--- config.mk ---
export PLATFORM = sky130hd
export DESIGN_NAME = lcd_init_seq
export DESIGN_NICKNAME = d
export VERILOG_FILES = /design/src/rtl/lcd_seq_pkg.sv /design/src/rtl/init_table_rom.sv /design/src/rtl/ms_pause_timer.sv /design/src/rtl/bus_write_cycle.sv /design/src/rtl/lcd_init_seq.sv
export SDC_FILE = /design/constraint.sdc
export NUM_CORES = 1
export LEC_CHECK = 0
export ABC_AREA = 1
export ABC_CLOCK_PERIOD_IN_PS = 2700
export CAP_MARGIN = 20
export CORE_UTILIZATION = 50
export CTS_BUF_LIST = sky130_fd_sc_hd__clkbuf_16
export CTS_CLUSTER_SIZE = 40
export DETAILED_ROUTE_END_ITERATION = 7
export DONT_BUFFER_PORTS = 1
export SLEW_MARGIN = 20
export SYNTH_ARGS = -nofsm -noshare
export SYNTH_HDL_FRONTEND = slang
export SYNTH_SLANG_ARGS = --single-unit
--- constraint.sdc ---
create_clock -name clk -period 2.7 [get_ports clk]
set_input_delay 0.54 -clock clk [delete_from_list [all_inputs] [get_ports clk]]
set_output_delay 0.54 -clock clk [all_outputs]
set_load 0.03 [all_outputs]
--- src/rtl/lcd_seq_pkg.sv ---
// Package: shared constants, types and the power-up table for the LCD
// sequencer.
// Assumes: entries are 16-bit register / 16-bit value pairs; register codes
// at or above SQ_END_CODE are terminators.
package lcd_seq_pkg;

    localparam int unsigned WORD_W      = 16;
    localparam logic [15:0] SQ_WAIT_CODE = 16'h0100;
    localparam logic [15:0] SQ_END_CODE  = 16'h0200;
    localparam int unsigned TABLE_LEN   = 13;

    typedef struct packed {
        logic [WORD_W-1:0] reg_no;
        logic [WORD_W-1:0] value;
    } init_pair_t;

    typedef enum logic [2:0] {
        SQ_IDLE,
        SQ_FETCH,
        SQ_SEND_IDX,
        SQ_WAIT_IDX,
        SQ_SEND_DAT,
        SQ_WAIT_DAT,
        SQ_PAUSE
    } seq_state_t;

    // Returns the table entry at idx; past the end reads as a terminator.
    function automatic init_pair_t table_pair(input int unsigned idx);
        init_pair_t p;
        case (idx)
            0:       p = '{reg_no: 16'h00E5, value: 16'h8000};
            1:       p = '{reg_no: 16'h0000, value: 16'h0001};
            2:       p = '{reg_no: 16'h002B, value: 16'h0010};
            3:       p = '{reg_no: 16'h0001, value: 16'h0100};
            4:       p = '{reg_no: SQ_WAIT_CODE, value: 16'd2};
            5:       p = '{reg_no: 16'h0002, value: 16'h0700};
            6:       p = '{reg_no: 16'h0003, value: 16'h1030};
            7:       p = '{reg_no: SQ_WAIT_CODE, value: 16'd0};
            8:       p = '{reg_no: 16'h0007, value: 16'h0133};
            9:       p = '{reg_no: SQ_WAIT_CODE, value: 16'd1};
            10:      p = '{reg_no: 16'h00FF, value: 16'h5555};
            11:      p = '{reg_no: 16'h01FF, value: 16'hAAAA};
            12:      p = '{reg_no: SQ_END_CODE, value: 16'h0000};
            default: p = '{reg_no: 16'hFFFF, value: 16'h0000};
        endcase
        return p;
    endfunction

endpackage

--- src/rtl/init_table_rom.sv ---
// Module: init_table_rom
// Combinational ROM that returns one table pair per address.
// Assumes: ADDR_W is wide enough to reach the terminator entry; larger
// addresses return a terminator so a run can never escape the table.
module init_table_rom
    import lcd_seq_pkg::*;
#(
    parameter int unsigned ADDR_W = 4
) (
    input  logic [ADDR_W-1:0] addr,
    output init_pair_t        pair
);

    // Purpose: look up the pair for the current pointer.
    always_comb begin
        pair = table_pair(int'(addr));
    end

endmodule

--- src/rtl/ms_pause_timer.sv ---
// Module: ms_pause_timer
// Counts down a whole number of milliseconds using a clock prescaler.
// Assumes: TICKS_PER_MS >= 1; a load of 0 leaves the timer inactive at once.
module ms_pause_timer #(
    parameter int unsigned TICKS_PER_MS = 50_000,
    parameter int unsigned MS_W         = 16
) (
    input  logic            clk,
    input  logic            rst_n,
    input  logic            load,
    input  logic [MS_W-1:0] load_ms,
    output logic            active
);

    localparam int unsigned PRE_W   = $clog2(TICKS_PER_MS + 1);
    localparam logic [PRE_W-1:0] PRE_LAST = PRE_W'(TICKS_PER_MS - 1);

    logic [MS_W-1:0]  ms_left;
    logic [PRE_W-1:0] pre_cnt;

    // Purpose: load a new pause, or tick the prescaler and millisecond count.
    always_ff @(posedge clk) begin
        if (!rst_n) begin
            ms_left <= '0;
            pre_cnt <= '0;
        end else if (load) begin
            ms_left <= load_ms;
            pre_cnt <= '0;
        end else if (ms_left != '0) begin
            if (pre_cnt == PRE_LAST) begin
                pre_cnt <= '0;
                ms_left <= ms_left - 1'b1;
            end else begin
                pre_cnt <= pre_cnt + 1'b1;
            end
        end
    end

    // Purpose: the pause lasts while milliseconds remain.
    always_comb begin
        active = (ms_left != '0);
    end

endmodule

--- src/rtl/bus_write_cycle.sv ---
// Module: bus_write_cycle
// Generates one 8080-style write: select low, strobe low for LOW_CYC clocks,
// strobe high for HIGH_CYC clocks with select still low, then select high.
// Assumes: LOW_CYC >= 1 and HIGH_CYC >= 1; a request is taken only when idle.
module bus_write_cycle #(
    parameter int unsigned LOW_CYC  = 5,
    parameter int unsigned HIGH_CYC = 5,
    parameter int unsigned DATA_W   = 16
) (
    input  logic              clk,
    input  logic              rst_n,
    input  logic              req,
    input  logic              req_rs,
    input  logic [DATA_W-1:0] req_data,
    output logic              ready,
    output logic              last,
    output logic              cs_n,
    output logic              wr_n,
    output logic              rs,
    output logic [DATA_W-1:0] db
);

    localparam int unsigned MAX_CYC = (LOW_CYC > HIGH_CYC) ? LOW_CYC : HIGH_CYC;
    localparam int unsigned CNT_W   = $clog2(MAX_CYC + 1);
    localparam logic [CNT_W-1:0] LOW_LOAD  = CNT_W'(LOW_CYC - 1);
    localparam logic [CNT_W-1:0] HIGH_LOAD = CNT_W'(HIGH_CYC - 1);

    typedef enum logic [1:0] { BW_IDLE, BW_LOW, BW_HIGH } bw_state_t;

    bw_state_t        st;
    logic [CNT_W-1:0] cnt;

    // Purpose: step through the strobe phases and hold bus values for the cycle.
    always_ff @(posedge clk) begin
        if (!rst_n) begin
            st   <= BW_IDLE;
            cnt  <= '0;
            cs_n <= 1'b1;
            wr_n <= 1'b1;
            rs   <= 1'b0;
            db   <= '0;
        end else begin
            case (st)
                BW_IDLE: begin
                    if (req) begin
                        st   <= BW_LOW;
                        cnt  <= LOW_LOAD;
                        cs_n <= 1'b0;
                        wr_n <= 1'b0;
                        rs   <= req_rs;
                        db   <= req_data;
                    end
                end
                BW_LOW: begin
                    if (cnt == '0) begin
                        st   <= BW_HIGH;
                        cnt  <= HIGH_LOAD;
                        wr_n <= 1'b1;
                    end else begin
                        cnt <= cnt - 1'b1;
                    end
                end
                BW_HIGH: begin
                    if (cnt == '0) begin
                        st   <= BW_IDLE;
                        cs_n <= 1'b1;
                    end else begin
                        cnt <= cnt - 1'b1;
                    end
                end
                default: st <= BW_IDLE;
            endcase
        end
    end

    // Purpose: report idle and the final clock of a cycle to the sequencer.
    always_comb begin
        ready = (st == BW_IDLE);
        last  = (st == BW_HIGH) && (cnt == '0);
    end

endmodule

--- src/rtl/lcd_init_seq.sv ---
// Module: lcd_init_seq (top)
// Runs the built-in power-up table on start: ordinary entries become an
// index write and a data write, pause entries wait whole milliseconds, and
// a terminator ends the run with a one-clock done pulse.
// Assumes: CLK_HZ is a multiple of 1000; the bus timing parameters are >= 1.
module lcd_init_seq
    import lcd_seq_pkg::*;
#(
    parameter int unsigned CLK_HZ      = 50_000_000,
    parameter int unsigned WR_LOW_CYC  = 5,
    parameter int unsigned WR_HIGH_CYC = 5
) (
    input  logic              clk,
    input  logic              rst_n,
    input  logic              start,
    output logic              busy,
    output logic              done,
    output logic              lcd_cs_n,
    output logic              lcd_wr_n,
    output logic              lcd_rs,
    output logic [WORD_W-1:0] lcd_db
);

    localparam int unsigned TICKS_PER_MS = CLK_HZ / 1000;
    localparam int unsigned PTR_W        = $clog2(TABLE_LEN + 1);

    seq_state_t        state;
    logic [PTR_W-1:0]  ptr;
    init_pair_t        cur;
    logic              is_end;
    logic              is_pause;
    logic              wr_req;
    logic              wr_req_rs;
    logic [WORD_W-1:0] wr_req_data;
    logic              wr_ready;
    logic              wr_last;
    logic              tmr_load;
    logic              tmr_active;

    init_table_rom #(
        .ADDR_W (PTR_W)
    ) u_rom (
        .addr (ptr),
        .pair (cur)
    );

    ms_pause_timer #(
        .TICKS_PER_MS (TICKS_PER_MS),
        .MS_W         (WORD_W)
    ) u_timer (
        .clk     (clk),
        .rst_n   (rst_n),
        .load    (tmr_load),
        .load_ms (cur.value),
        .active  (tmr_active)
    );

    bus_write_cycle #(
        .LOW_CYC  (WR_LOW_CYC),
        .HIGH_CYC (WR_HIGH_CYC),
        .DATA_W   (WORD_W)
    ) u_bus (
        .clk      (clk),
        .rst_n    (rst_n),
        .req      (wr_req),
        .req_rs   (wr_req_rs),
        .req_data (wr_req_data),
        .ready    (wr_ready),
        .last     (wr_last),
        .cs_n     (lcd_cs_n),
        .wr_n     (lcd_wr_n),
        .rs       (lcd_rs),
        .db       (lcd_db)
    );

    // Purpose: classify the current entry and form the write request.
    always_comb begin
        is_end      = (cur.reg_no >= SQ_END_CODE);
        is_pause    = (cur.reg_no == SQ_WAIT_CODE);
        tmr_load    = (state == SQ_FETCH) && !is_end && is_pause;
        wr_req      = (state == SQ_SEND_IDX) || (state == SQ_SEND_DAT);
        wr_req_rs   = (state == SQ_SEND_DAT);
        wr_req_data = wr_req_rs ? cur.value : cur.reg_no;
    end

    // Purpose: sequence the table, pointer, busy flag and done pulse.
    always_ff @(posedge clk) begin
        if (!rst_n) begin
            state <= SQ_IDLE;
            ptr   <= '0;
            busy  <= 1'b0;
            done  <= 1'b0;
        end else begin
            done <= 1'b0;
            case (state)
                SQ_IDLE: begin
                    if (start) begin
                        ptr   <= '0;
                        busy  <= 1'b1;
                        state <= SQ_FETCH;
                    end
                end
                SQ_FETCH: begin
                    if (is_end) begin
                        busy  <= 1'b0;
                        done  <= 1'b1;
                        state <= SQ_IDLE;
                    end else if (is_pause) begin
                        ptr   <= ptr + 1'b1;
                        state <= SQ_PAUSE;
                    end else begin
                        state <= SQ_SEND_IDX;
                    end
                end
                SQ_SEND_IDX: if (wr_ready) state <= SQ_WAIT_IDX;
                SQ_WAIT_IDX: if (wr_last)  state <= SQ_SEND_DAT;
                SQ_SEND_DAT: if (wr_ready) state <= SQ_WAIT_DAT;
                SQ_WAIT_DAT: begin
                    if (wr_last) begin
                        ptr   <= ptr + 1'b1;
                        state <= SQ_FETCH;
                    end
                end
                SQ_PAUSE: if (!tmr_active) state <= SQ_FETCH;
                default: state <= SQ_IDLE;
            endcase
        end
    end

endmodule

# Word level (Yosys, flattened, before mapping)
# Memories as Yosys holds them, arrays and structs flattened. A register that Yosys moved wholly into a read port is not among the register bits.
# Cells that the tools add are included.
# word_totals
out_inout_bits	21
word_cells	106
rom_bits	512
register_bits	65
n_memories	1
inputBits	3
# memory_table
memory	depth	width	rd	rd_clocked_by_memory_dff	write_ports	line_no	source
(name not given)	16	32	1	1	0	lcd_seq_pkg.sv:30	case (idx)
# op_classes
n_mux	37
bitwise_logic	1
eq_ne	23
magnitude_cmp	1
reduce_logical	27
add_sub_neg	4
# ops
op	n
$mux 16	5
$mux 3	11
$mux 4	6
$pmux 3 s7	1
$add 16x1->16 const B	1
$eq 16x16->1 const B	1
$eq 16x9->1 const B	1
$ge 16x10->1 const B	1
$reduce_bool 16->1	1
$sub 16x1->16 const B	1
$reduce_and 3->1	5
$ne 2x2->1 const B	7
$ne 2x1->1 const B	6
$pmux 4 s3	1
$reduce_bool 2->1	5
$eq 3x3->1 const B	3
$pmux 3 s3	1
$eq 3x2->1 const B	2
$logic_not 3->1	2
$mux 2	3
$pmux 1 s2	3
$pmux 2 s3	1
$reduce_and 2->1	3
$reduce_and 6->1	1
other kinds (14)	21

# Logic depth before layout (Yosys ltp)
# logic_depth
ltp_word	6
depth_mapped	16
mapped_depth_nobuf	16

# By module
# Synthesis repeated with hierarchy kept, for this count alone.
# unflattened
cells_unflattened	728
hier_area_um2	4611.9
# modules_own_cells
module	cells_per_inst	area_per_inst_um2	instances	seq_area_each_um2
ms_pause_timer	347	2173.3	1	640.6
bus_write_cycle	148	1104.8	1	480.5
lcd_init_seq	160	874.6	1	180.2
init_table_rom	73	459.2	1	0.0

# Worst setup path before layout
# No wires, ideal clock.
# synth_timing
kind	reg-to-reg
start	register u_bus.st[0]
end	register u_rom.pair[19] (netlist name)
period_less_slack_ns	2.058
n_path_buf	0
setup_time_ns	0.119
arrival_time_ns	1.939
setup_slack_ns	0.642
stages_incl_launch_ff	15
t_required_ns	2.581
cell_sequence	dfxtp_1 inv_1 ha_1 nand3_1 nand2_1 nand2_2 nor2_4 nand2_2 nand2_1 nand2_1 nand2_1 ha_1 nand4_1 nand3_1 nand2_1
# synth_via
elab_chain_len	6
# synth_rtl
element	line_no	source
start, declared	bus_write_cycle.sv:30	bw_state_t st;
start signal, assigned	bus_write_cycle.sv:36	st <= BW_IDLE;
start signal, assigned	bus_write_cycle.sv:46	st <= BW_LOW;
start signal, assigned	bus_write_cycle.sv:56	st <= BW_HIGH;
$eq 2x2->1	bus_write_cycle.sv:79	last = (st == BW_HIGH) && (cnt == '0);
$logic_and 1x1->1	bus_write_cycle.sv:79	
$ne 2x1->1 (no source line)	-	
$reduce_and 5->1 (no source line)	-	
$mux 4 (no source line) (2 in series)	-	
# Every way passes these cells.
# A chain may end at the register's enable or synchronous reset.

# Worst setup path in the final report
# layout_timing
start	register u_bus.st[0]
end	register u_rom.pair[12] (netlist name)
# layout_via
elab_chain_len	6
# layout_rtl
element	line_no
$eq 2x2->1	bus_write_cycle.sv:79
$logic_and 1x1->1	bus_write_cycle.sv:79
$ne 2x1->1 (no source line)	-
$reduce_and 5->1 (no source line)	-
$mux 4 (no source line) (2 in series)	-
# Every way passes these cells.

==> flow_metrics.env <==
export IMPL_status="finished clean"
export IMPL_drcViolationCount=0
export IMPL_via_count=4134
export IMPL_die_height_um=96.2
export IMPL_ys_ff_latch=85
export IMPL_cp_slowest_stage_delay_ns=0.34
export IMPL_ys_types=34
export IMPL_grt_usage=0.257
export IMPL_finalSetupViolCount=0
export IMPL_r2r_slack_ns=0.30
export IMPL_clock_sinks=85
export IMPL_antenna_found_initial=0
export IMPL_first_pass_iters=5
export IMPL_numPortBuffers=0
export IMPL_avgSynthCellArea_um2=6.76
export IMPL_crit_path_max_fanout=6
export IMPL_path_common_cell="nand2_1"
export IMPL_antenna_left=0
export IMPL_post_cts_resized=0
export IMPL_syn_cell_area_um2=4440
export IMPL_max_clock_freq_mhz=417
export IMPL_crit_path_cell_trace="inv_1 > ha_1 > nand3_1 > nand2_1 > nand2_2 > nor2_4 > nand2_2 > nand2_1 > nand3_1 > inv_1 > ha_1 > nand2_1 > nor2_1 > inv_2 > nand2_1"
export IMPL_final_hold_viol_count=0
export IMPL_drive_gt1_frac=0.0797
export IMPL_n_fill_cell=888
export IMPL_drt_iter0_drc=216
export IMPL_clockBufferDepth=2
export IMPL_cp_end_kind="flip-flop"
export IMPL_clk_pin_slew_ns=0.07
export IMPL_gr_total_overflow=0
export IMPL_wl_per_cell_um=14.4
export IMPL_yosysMostFrequentCell="nand2_1"
export IMPL_first_global_vias=3667
export IMPL_grt_pass1_wl_um=18100
export IMPL_ys_seq_area_frac=0.383
export IMPL_final_seq_area_um2=1700
export IMPL_vias_per_cell=5.35
export IMPL_wirelength_um=11200
export IMPL_synth_edf_count=0
export IMPL_hold_path_class="in -> reg"
export IMPL_hold_buffers=0
export IMPL_final_setup_tns_ns=0
export IMPL_p_per_area_nw_per_um2=1010
export IMPL_report_final_slew_viol_count=0
export IMPL_path_delay_family="simple AND/OR/NAND/NOR gates"
export IMPL_arrival_ns=2.67
export IMPL_yosysTopAreaCell="dfxtp_1"
export IMPL_diodes=0
export IMPL_p_total_w=0.00492
export IMPL_clk_latency_ns=0.33
export IMPL_ys_top_cells_by_count="nand2_1 (179), dfxtp_1 (85), nor2_1 (78), inv_1 (63), nand3_1 (53)"
export IMPL_floorplan_rows=34
export IMPL_yosys_area_top_type_share=0.383
export IMPL_post_cts_setup_buffer_count=0
export IMPL_cts_tree="yes"
export IMPL_ios=24
export IMPL_dp_hpwl_um=8330
export IMPL_netlist_instances=657
export IMPL_core_area_um2=8680
export IMPL_crit_buf_inv=3
export IMPL_start_kind="flip-flop"
export IMPL_clock_skew_ns=0.0114
export IMPL_routabilityCongestion=0.871
export IMPL_fin_util=0.562
export IMPL_syn_nets=674
export IMPL_ys_warn_count=0
export IMPL_max_slew_margin=0.593
export IMPL_initial_utilization=0.512
export IMPL_min_period_ns=2.40
export IMPL_synth_area_leaders="dfxtp_1 (38%), nand2_1 (15%), nor2_1 (6.6%)"
export IMPL_setup_ws_ns=0.300
export IMPL_layout_area_overhead_vs_synth_pct=9.84
export IMPL_synth_flop_cell="dfxtp_1"
export IMPL_fin_nets=677
export IMPL_period_share=0.889
export IMPL_numCtsBuffers=9
export IMPL_worstMarginPinSlew_ns=0.609
export IMPL_critPathSlowestCell="dfxtp_1"
export IMPL_rsz0062_at_grt="false"
export IMPL_grt_max_degree=37
export IMPL_htree_levels=3
export IMPL_placedCellCount=757
export IMPL_die_area_um2=9260
export IMPL_die_x_um=96.2
export IMPL_path_class="reg -> reg"
export IMPL_synthArstFlopShare=0
export IMPL_vdd_drop_max_mv=0.546
export IMPL_pre_cts_slack_ns=0.343
export IMPL_timing_max_cap_violations=0
export IMPL_worstPathRequired_ns=2.97
export IMPL_multi_input_area_um2=2410
export IMPL_cts_root_buf="clkbuf_16"
export IMPL_leakagePower_nw=2.19
export IMPL_final_cell_count_no_fill=773
[stage by stage]
| step | hold WS, ns | area (um2) |
|---|---|---|
| floorplan | 0.449 | 4440 |
| CTS | 0.291 | 4880 |
| global placement | 0.467 | 4550 |
| global route | 0.293 | 4880 |
| detailed placement | 0.477 | 4550 |
| finish | 0.303 | 4880 |
[flip-flops by register name, indices dropped and copies added (netlist names)]
signal	flops
u_bus.wr_n	1
u_rom.pair	21
u_timer.ms_left	16
state	3
u_bus.cs_n	1
done	1
ptr	4
busy	1
u_bus.cnt	3
u_bus.rs	1
u_bus.st	2
u_timer.pre_cnt	16
u_bus.db	15
[cells in the final DEF (no fill, tap or decap)]
cell type,synthesis,final
o21ai_2,1,1
o21ai_0,36,36
nand3_2,3,3
o21bai_1,2,2
bufinv_16,0,2
nor2_4,2,2
a21oi_2,1,1
a211oi_1,1,1
clkinv_4,0,2
nand3_1,53,53
a21oi_1,31,31
nor3_2,1,1
nor3b_1,3,3
o22ai_1,1,1
nand4_1,13,13
inv_6,0,3
xnor2_1,5,5
and2_1,1,1
nand2_2,8,8
ha_1,14,14
xor2_1,11,11
dfxtp_1,85,85
o21ai_1,1,1
inv_2,8,8
nor2_2,3,3
inv_1,63,63
nor3_1,17,17
a31oi_1,15,15
or2_2,5,5
nand3b_1,2,2
nand2_1,179,179
buf_4,2,5
nor2_1,78,78
clkbuf_16,0,9
o211ai_1,1,1
[cell type report]
| type | count | area share |
|---|---|---|
| Multi-Input combinational cell | 488 | 0.493 |
| Sequential cell | 85 | 0.349 |
| Inverter | 71 | 0.0547 |
| Clock buffer | 9 | 0.0462 |
| Tap cell | 108 | 0.0277 |
| Clock inverter | 7 | 0.0213 |
| Timing Repair Buffer | 5 | 0.00770 |
[kinds of logic after synthesis]
| group | share of synthesized area |
|---|---|
| AND/OR/NAND/NOR | 0.361 |
| AO/OA/AOI/OAI | 0.110 |
| flip-flops | 0.383 |
| buffers and inverters | 0.0747 |
| XOR/XNOR | 0.0316 |
| adder cells (fa/ha/maj) | 0.0395 |
[per-layer routing]
metal,global-route usage,part of all wire,vias to the layer above
met2,0.384,0.42,107
met4,0.0883,0.019,0
met5,0,0,-
met1,0.369,0.51,1866
li1,-,-,2142
met3,0.0442,0.049,19
[final timing paths]
| kind | startpoint | depth (start not counted) | end |
|---|---|---|---|
| worst max-delay path | u_bus.st[0] | 15 | u_rom.pair[12] |
| worst min-delay path | rst_n | 1 | u_bus.cs_n |
| worst max register to register | u_bus.st[0] | 15 | u_rom.pair[12] |
| worst min register to register | u_rom.pair[20] | 2 | u_bus.db[4] |
[report_power, final]
group          total, W  switching [W]  leakage, nW  internal, W
Clock           0.00136       0.000539        0.161     0.000824
Sequential      0.00192       0.000395        0.692      0.00153
Combinational   0.00164        0.00111         1.34     0.000531
Total           0.00492        0.00204         2.19      0.00288
Power figures use the tool's default switching activity.
